<file path="config.mk">
export PLATFORM = sky130hd
export DESIGN_NAME = cfgacc_arbiter
export DESIGN_NICKNAME = d
export VERILOG_FILES = /design/src/rtl/cfgacc_pkg.sv /design/src/rtl/cfgacc_regbank.sv /design/src/rtl/cfgacc_hold.sv /design/src/rtl/cfgacc_arbiter.sv
export SDC_FILE = /design/constraint.sdc
export NUM_CORES = 2
export LEC_CHECK = 0
export BUFFER_PORTS_ARGS = -buffer_cell sky130_fd_sc_hd__buf_4
export CORE_UTILIZATION = 50
export DETAILED_ROUTE_END_ITERATION = 8
export PLACE_DENSITY = 0.73
export SETUP_SLACK_MARGIN = 0.1
export SYNTH_ARGS = -nofsm -noshare
export SYNTH_HDL_FRONTEND = slang
export SYNTH_SLANG_ARGS = --single-unit
</file>
<file path="constraint.sdc">
create_clock -name clk -period 8.1 [get_ports clk]
set_input_delay 0.405 -clock clk [delete_from_list [all_inputs] [get_ports clk]]
set_output_delay 0.405 -clock clk [all_outputs]
set_load 0.01 [all_outputs]
</file>
<file path="src/rtl/cfgacc_pkg.sv">
package cfgacc_pkg;
  localparam int DW  = 32;
  localparam int AW  = 12;
  localparam int SW  = 9;
  localparam int IW  = AW - 2;

  typedef struct packed {
    logic          wr;
    logic [SW-1:0] sel;
    logic [IW-1:0] idx;
    logic [DW-1:0] wdata;
  } acc_t;

  function automatic logic [DW-1:0] reg_init(input logic [7:0] tag, input int i);
    return {tag, 8'(i), 16'h0000};
  endfunction

  function automatic logic [DW-1:0] reg_wmask(input int i);
    return (i == 0) ? 32'h0000_0000 : 32'h0000_FFFF;
  endfunction
endpackage

</file>
<file path="src/rtl/cfgacc_regbank.sv">
module cfgacc_regbank
  import cfgacc_pkg::*;
#(
  parameter int          NREGS = 16,
  parameter logic [7:0]  TAG   = 8'h5A,
  localparam int         XW    = (NREGS > 1) ? $clog2(NREGS) : 1
) (
  input  logic          clk,
  input  logic          rst_n,
  input  logic          wr_en,
  input  logic [IW-1:0] idx,
  input  logic [DW-1:0] wr_data,
  output logic [DW-1:0] rd_data
);
  logic [NREGS-1:0][DW-1:0] regs;
  logic                     in_range;

  assign in_range = (32'(idx) < 32'(NREGS));

  for (genvar i = 0; i < NREGS; i++) begin : g_reg
    localparam logic [DW-1:0] INIT = reg_init(TAG, i);
    localparam logic [DW-1:0] MASK = reg_wmask(i);
    logic [DW-1:0] q;
    logic [DW-1:0] q_nx;
    logic          hit;

    assign hit = wr_en && (idx == IW'(i));

    always_comb begin
      q_nx = q;
      if (hit) q_nx = (q & ~MASK) | (wr_data & MASK);
    end

    always_ff @(posedge clk or negedge rst_n) begin
      if (!rst_n)   q <= INIT;
      else if (hit) q <= q_nx;
    end

    assign regs[i] = q;
  end

  assign rd_data = in_range ? regs[idx[XW-1:0]] : '0;
endmodule

</file>
<file path="src/rtl/cfgacc_hold.sv">
module cfgacc_hold
  import cfgacc_pkg::*;
(
  input  logic          clk,
  input  logic          rst_n,
  input  logic          rd,
  input  logic          wr,
  input  logic [AW-1:0] addr,
  input  logic [SW-1:0] sel,
  input  logic [DW-1:0] wdata,
  input  logic          take,
  output logic          pend,
  output acc_t          held
);
  logic pend_nx;
  logic cap;
  acc_t held_nx;

  assign cap = !pend && (rd || wr);

  always_comb begin
    pend_nx = pend;
    if (cap)       pend_nx = 1'b1;
    else if (take) pend_nx = 1'b0;
    held_nx.wr    = wr && !rd;
    held_nx.sel   = sel;
    held_nx.idx   = addr[AW-1:2];
    held_nx.wdata = wdata;
  end

  always_ff @(posedge clk or negedge rst_n) begin
    if (!rst_n) pend <= 1'b0;
    else        pend <= pend_nx;
  end

  always_ff @(posedge clk or negedge rst_n) begin
    if (!rst_n)   held <= '0;
    else if (cap) held <= held_nx;
  end
endmodule

</file>
<file path="src/rtl/cfgacc_arbiter.sv">
module cfgacc_arbiter
  import cfgacc_pkg::*;
#(
  parameter int  NUM_BASE  = 16,
  parameter int  NUM_FUNC  = 4,
  parameter int  FUNC_REGS = 8,
  localparam int FXW       = (NUM_FUNC > 1) ? $clog2(NUM_FUNC) : 1
) (
  input  logic          clk,
  input  logic          rst_n,
  input  logic          link_req,
  input  logic          link_wr,
  input  logic [AW-1:0] link_addr,
  input  logic [SW-1:0] link_sel,
  input  logic [DW-1:0] link_wdata,
  output logic          link_rvalid,
  output logic [DW-1:0] link_rdata,
  input  logic          loc_rd,
  input  logic          loc_wr,
  input  logic [AW-1:0] loc_addr,
  input  logic [SW-1:0] loc_sel,
  input  logic [DW-1:0] loc_wdata,
  output logic          loc_ack,
  output logic [DW-1:0] loc_rdata
);
  logic                        loc_pend;
  acc_t                        held;
  logic                        loc_go;
  logic                        link_rd_go;
  logic                        acc_we;
  logic [SW-1:0]               acc_sel;
  logic [IW-1:0]               acc_idx;
  logic [DW-1:0]               acc_wdata;
  logic [DW-1:0]               base_rd;
  logic [NUM_FUNC-1:0][DW-1:0] func_rd;
  logic                        func_ok;
  logic [DW-1:0]               rd_mux;
  logic                        ack_nx;
  logic [DW-1:0]               loc_rdata_nx;
  logic                        rvalid_nx;
  logic [DW-1:0]               link_rdata_nx;

  cfgacc_hold u_hold (
    .clk   (clk),
    .rst_n (rst_n),
    .rd    (loc_rd),
    .wr    (loc_wr),
    .addr  (loc_addr),
    .sel   (loc_sel),
    .wdata (loc_wdata),
    .take  (loc_go),
    .pend  (loc_pend),
    .held  (held)
  );

  // link side owns the bank whenever it presents a request
  assign loc_go     = loc_pend && !link_req;
  assign link_rd_go = link_req && !link_wr;

  always_comb begin
    if (link_req) begin
      acc_sel   = link_sel;
      acc_idx   = link_addr[AW-1:2];
      acc_wdata = link_wdata;
      acc_we    = link_wr;
    end else begin
      acc_sel   = held.sel;
      acc_idx   = held.idx;
      acc_wdata = held.wdata;
      acc_we    = loc_go && held.wr;
    end
  end

  cfgacc_regbank #(.NREGS(NUM_BASE), .TAG(8'h5A)) u_base (
    .clk     (clk),
    .rst_n   (rst_n),
    .wr_en   (acc_we && !acc_sel[SW-1]),
    .idx     (acc_idx),
    .wr_data (acc_wdata),
    .rd_data (base_rd)
  );

  for (genvar f = 0; f < NUM_FUNC; f++) begin : g_func
    cfgacc_regbank #(.NREGS(FUNC_REGS), .TAG(8'hC0 | 8'(f))) u_fn (
      .clk     (clk),
      .rst_n   (rst_n),
      .wr_en   (acc_we && acc_sel[SW-1] && (acc_sel[SW-2:0] == 8'(f))),
      .idx     (acc_idx),
      .wr_data (acc_wdata),
      .rd_data (func_rd[f])
    );
  end

  assign func_ok = (32'(acc_sel[SW-2:0]) < 32'(NUM_FUNC));

  always_comb begin
    if (!acc_sel[SW-1]) rd_mux = base_rd;
    else if (func_ok)   rd_mux = func_rd[acc_sel[FXW-1:0]];
    else                rd_mux = '0;
  end

  always_comb begin
    ack_nx        = loc_go;
    loc_rdata_nx  = (loc_go && !held.wr) ? rd_mux : loc_rdata;
    rvalid_nx     = link_rd_go;
    link_rdata_nx = link_rd_go ? rd_mux : link_rdata;
  end

  always_ff @(posedge clk or negedge rst_n) begin
    if (!rst_n) begin
      loc_ack     <= 1'b0;
      loc_rdata   <= '0;
      link_rvalid <= 1'b0;
      link_rdata  <= '0;
    end else begin
      loc_ack     <= ack_nx;
      loc_rdata   <= loc_rdata_nx;
      link_rvalid <= rvalid_nx;
      link_rdata  <= link_rdata_nx;
    end
  end
endmodule

</file>
; ---- Word level (Yosys, flattened, before mapping)
; Cells that the tools add are included.
[classes]
n_lt_le_gt_ge = 6
n_eq_ne = 18
mux = 25
n_bitwise = 43
reduce_logical = 64
[ops]
columns = operator, count
row1 = OR 32 x 16 -> 32 bit, 43
row2 = two-way mux 32 bit, 13
row3 = binary-select mux 32 bit (select 3 bit), 4
row4 = binary-select mux 32 bit (select 4 bit), 1
row5 = equality test 10 x 4 -> 1 bit (second input constant), 8
row6 = binary-select mux 32 bit (select 2 bit), 1
row7 = logical AND 1 bit, 55
row8 = equality test 10 x 3 -> 1 bit (second input constant), 4
row9 = equality test 10 x 2 -> 1 bit (second input constant), 2
row10 = equality test 8 x 2 -> 1 bit (second input constant), 2
row11 = two-way mux 16 bit, 1
row12 = equality test 10 x 1 -> 1 bit (second input constant), 1
row13 = less-than comparator 10 x 4 -> 1 bit (second input constant), 1
row14 = less-than comparator 10 x 5 -> 1 bit (second input constant), 1
row15 = two-way mux 10 bit, 1
row16 = two-way mux 9 bit, 1
row17 = equality test 8 x 1 -> 1 bit (second input constant), 1
row18 = logical NOT 8 bit, 1
row19 = less-than comparator 8 x 3 -> 1 bit (second input constant), 1
row20 = logical NOT 1 bit, 6
row21 = less-than comparator 4 x 5 -> 1 bit (second input constant), 1
row22 = less-than comparator 3 x 4 -> 1 bit (second input constant), 1
row23 = less-than comparator 2 x 3 -> 1 bit (second input constant), 1
row24 = two-way mux 1 bit, 3
row25 = other kinds (2), 2
[word_totals]
regBits = 1479
input_bits = 112
word_cells = 208

; ---- Longest topological paths before layout
[logic_depth]
ltp_word = 8
ltp_mapped = 13

; ---- By module
; From an unflattened synthesis, not the netlist that was laid out.
[hier_totals]
hier_cells = 2839
area_unflattened_um2 = 39908.3
[modules_own_cells]
columns = module, n_inst, cells_each, area_per_inst_um2
row1 = cfgacc_regbank at g_func[0].u_fn ..., 4, 372, 5387.7
row2 = cfgacc_regbank at u_base, 1, 770, 11612.4
row3 = cfgacc_arbiter, 1, 466, 4710.8
row4 = cfgacc_hold, 1, 115, 2034.5

; ---- Worst setup path after synthesis
; OpenSTA, ideal clock, no wires.
[synth_timing]
path_type = input -> register
start = input port link_sel[6]
end = register g_func[2].u_fn.g_reg[4].q[10]
setup_time_ps = 133
arrival_time_ps = 2597
required_ps = 7967
setup_slack_ps = 5370
path_stages = 8
n_path_buf = 2
path_cell_list = or4_1 or4_4 a221o_1 or3_1 buf_2 buf_6 nand2_2 o21ai_2
[synth_via]
elab_chain_cells = 4
[synth_lines]
columns = element, line_no
row1 = start: declaration, cfgacc_arbiter.sv:14  ; input logic [SW-1:0] link_sel,
row2 = two-way mux 9 bit, cfgacc_arbiter.sv:61  ; if (link_req) begin
row3 = equality test 8 x 2 -> 1 bit, cfgacc_arbiter.sv:87  ; .wr_en (acc_we && acc_sel[SW-1] && (acc_sel[SW-2:0] == 8'(f))),
row4 = logical AND 1 bit, cfgacc_arbiter.sv:87
row5 = logical AND 1 bit, cfgacc_regbank.sv:27  ; assign hit = wr_en && (idx == IW'(i));
row6 = end signal: assignment, cfgacc_regbank.sv:36  ; else if (hit) q <= q_nx;
row7 = end: declaration, cfgacc_regbank.sv:23  ; logic [DW-1:0] q;
; Every way passes these cells.
; A chain may end at the register's enable or synchronous reset.

; ---- Final worst setup path
[layout_timing]
start = register u_hold.held[48] (netlist name)
end = register link_rdata[0]
[layout_via]
elab_chain_cells = 4
[layout_lines]
columns = element, line_no
row1 = two-way mux 9 bit, cfgacc_arbiter.sv:61
row2 = less-than comparator 8 x 3 -> 1 bit, cfgacc_arbiter.sv:94  ; assign func_ok = (32'(acc_sel[SW-2:0]) < 32'(NUM_FUNC));
row3 = two-way mux 32 bit, cfgacc_arbiter.sv:98  ; else if (func_ok) rd_mux = func_rd[acc_sel[FXW-1:0]];
row4 = two-way mux 32 bit, cfgacc_arbiter.sv:97  ; if (!acc_sel[SW-1]) rd_mux = base_rd;
row5 = end signal: assignment, cfgacc_arbiter.sv:119  ; link_rdata <= link_rdata_nx;
row6 = end: declaration, cfgacc_arbiter.sv:17  ; output logic [DW-1:0] link_rdata,
; Every way passes these cells.

==> qor.txt <==
================================================================================
Peak VDD IR .......................................................   0.000137 V
Die boundary width ................................................       264 um
Worst Path Class, Setup ........................................... flop to flop
Post-synthesis net count ..........................................        3,923
Total via count in the routed design ..............................        27.7k
Run status ........................................................ finished, final reports clean
CTS tree ..........................................................          yes
First-pass DRT Iterations .........................................            5
Clock insertion delay at the later pin of the skew report .........      0.65 ns
Port buffer count .................................................          141
Number of standard cells after synthesis ..........................        3,811
Slew at the pin closest to its max-slew limit .....................      1.34 ns
CP endpoint kind ..................................................         flop
Total I/O pin count ...............................................          178
ANT nets after route ..............................................            0
Total track usage .................................................        28.9%
Setup repair after global routing missed its margin ...............        false
Leakage Power .....................................................      16.8 nW
Setup slack, reg-to-reg ...........................................      3.84 ns
Highest metal used ................................................         met4
Sum of negative setup slack .......................................         0 ns
Total length of routed met3 wires .................................      9.22 mm
Finish-stage setup viols ..........................................            0
Routed length on met2 .............................................      44.0 mm
Final cycle utilization of the critical path ......................        52.6%
Gr ovfl total .....................................................            0
Maximum clock rate ................................................    0.235 GHz
Clock Tree Buf Depth ..............................................            3
Number of warning messages in the yosys log .......................            0
Placeable core region .............................................   67,600 um2
Share of async-settable or async-resettable flops after synthesis .         100%
Avg Synthesized Cell Area .........................................     9.02 um2
Power density over the cells ......................................   244 nW/um2
Setup Skew ........................................................    0.0252 ns
Synthesized cell area .............................................   34,400 um2
Initial core utilization ..........................................        50.9%
Netlist cell types ................................................           50
Synth Flop Type ................................................... sky130_fd_sc_hd__dfrtp_1
Portion of the post-synthesis area used by sequential elements ....        56.7%
Worst hold slack ..................................................    0.0246 ns
Gate family responsible for the most delay along the worst path ... simple AND/OR/NAND/NOR gates
Number of enable-type register cells in the synthesized netlist ...            0
Vias in the first global route ....................................        26.4k
GPL Wtd Cong ......................................................        0.890
Flops & latches, synth ............................................          779
Avg WL per Cell ...................................................      21.2 um
Clock buffer count from CTS .......................................           80
Iteration-0 DRC count of the detailed router ......................        3,013
Maximum level of the CTS H-tree ...................................            3
Time the worst path needs with I/O delays and setup ...............      4.26 ns
Max-slew violations ...............................................            0
Data required time of the worst path ..............................      8.67 ns
Sinks on the clock net ............................................          779
Count of endpoints failing hold in the final timing report ........            0
Fraction of final layout cells with drive strength greater than 1 .        12.1%
Wire length of the first global-routing pass ......................       156 mm
CP max-delay cell ................................................. sky130_fd_sc_hd__nor4_1
Class of the worst hold path ...................................... primary input to flop
Layout Area Growth over Synthesis .................................        12.6%
End-of-flow core utilization ......................................        57.3%
Cell Rows .........................................................           95
Number of remaining DRC errors ....................................            0
CTS clk-pin slew, worst paths .....................................      0.06 ns
Max_cap viols .....................................................            0
Detailed-route wire length ........................................      99.4 mm
Number of filler cells placed in the layout .......................        5,840
Launching element type of the critical path .......................         flop
Wire length on met1 ...............................................      42.7 mm
Die span in y .....................................................       264 um
Total buffers and inverters traversed by the critical path ........            0
Max-slew headroom .................................................        10.5%
Ordered list of cells on the worst path ........................... or4_1, or4_4, a221oi_4, nand2_2, nor4_1, nor3_1, o21ai_1
CTS root buffer ................................................... sky130_fd_sc_hd__clkbuf_16
Crit-path max cell delay ..........................................      1.16 ns
Initial antenna violation count ...................................            0
Arrival time worst endpoint .......................................      4.83 ns
Die area ..........................................................   69,800 um2
Crit path max fanout ..............................................           11
Pin count of the biggest net entering global routing ..............          197
Nets ..............................................................        3,872
Routed via count divided by cell count ............................         5.89
DP HPWL ...........................................................      57.8 mm
================================================================================
## metal layers
metal | GRT usage, % | vias to the layer above
li1 | - | 12804
met1 | 40.9 | 13488
met2 | 43.7 | 1174
met3 | 6.73 | 192
met4 | 10.4 | 0
met5 | 0 | -
## final timing paths
check / depth (start not counted) / start / endpoint
max reg2reg: 7 / u_hold.held[48]$_DFFE_PN0P_ / link_rdata[0]$_DFFE_PN0P_
min in group asynchronous: 2 / rst_n / g_func[3].u_fn.g_reg[5].q[11]$_DFFE_PN0P_
max: 7 / u_hold.held[48]$_DFFE_PN0P_ / link_rdata[0]$_DFFE_PN0P_
min: 2 / loc_addr[3] / u_hold.held[33]$_DFFE_PN0P_
min reg2reg: 2 / u_base.g_reg[15].q[6]$_DFFE_PN0P_ / u_base.g_reg[15].q[6]$_DFFE_PN0P_
max in group asynchronous: 4 / rst_n / link_rdata[18]$_DFFE_PN0P_
## layout make-up
cell class	instances	area, um2	area share (%)
clock inverter	18	174	0.449
sequential	779	19500	50.3
antenna	2	5.00	0.0129
multi-input combinational	2659	13700	35.3
tap	873	1090	2.82
inverter	6	22.5	0.0582
clock buffer	121	2330	6.01
timing repair buffer	234	1940	5.00
## synth_stat cells (all sizes together), types with 13 or more instances
master  count  area [um2]
nand2    1154        4370
dfrtp     779       19500
o21ai     693        3530
clkbuf    286        1070
nand3     181         906
a21oi     120         601
nor2       92         345
buf        81         433
mux2i      78         785
a31oi      64         400
mux2       46         518
a211oi     43         323
a32oi      31         272
or2        27         169
nor4       22         138
nand4      18         113
mux4       14         315
nor3       13        65.1
## cell usage in the layout, fill, tap and decap left out, types with 19 or more instances in the layout
cell type	instances
sky130_fd_sc_hd__o21ai_1	33
sky130_fd_sc_hd__dfrtp_1	779
sky130_fd_sc_hd__a32oi_1	31
sky130_fd_sc_hd__dlygate4sd3_1	34
sky130_fd_sc_hd__nand2_1	1139
sky130_fd_sc_hd__clkbuf_1	25
sky130_fd_sc_hd__a21oi_1	120
sky130_fd_sc_hd__mux2i_1	58
sky130_fd_sc_hd__mux2i_4	19
sky130_fd_sc_hd__a211oi_1	43
sky130_fd_sc_hd__nor2_1	85
sky130_fd_sc_hd__buf_4	192
sky130_fd_sc_hd__nor4_1	22
sky130_fd_sc_hd__clkbuf_16	81
sky130_fd_sc_hd__nand3_1	181
sky130_fd_sc_hd__o21ai_0	642
sky130_fd_sc_hd__or2_2	21
sky130_fd_sc_hd__mux2_2	44
sky130_fd_sc_hd__a31oi_1	64
## timing repair
item / CTS / global route
gates resized for setup: 0 / 0
hold buffers: 34 / 0
buffers inserted: 0 / 0
endpoints found under the hold margin: 125 / 0
## cell families after synthesis
kind of cell | share of synthesized area [%]
simple gates | 18.2
buf+inv | 4.45
mux | 4.70
compound gates | 16.0
flops | 56.7
## power by group
group	switching (mW)	internal [mW]
clock	1.53	2.02
combinational	1.31	0.460
sequential	0.103	4.02
total	2.95	6.50
## state kept, by name (all words and copies together) (netlist names)
name             cells
u_hold.pend          1
loc_rdata           26
g_func.u_fn.g.q    448
u_base.g.q         240
link_rdata          26
link_rvalid          1
u_hold.held         36
loc_ack              1
## through the flow
step,area (um2),setup slack (ns),cells,power (mW)
6_report,38700,3.84,4692,9.44
5_1_grt,38700,3.84,4690,9.73
4_1_cts,38700,4.00,4690,9.43
3_5_place_dp,35900,3.52,4517,5.90
3_3_place_gp,35900,3.51,4517,5.89
2_1_floorplan,34400,5.37,3811,5.10
(Power assumes the default switching activity.)
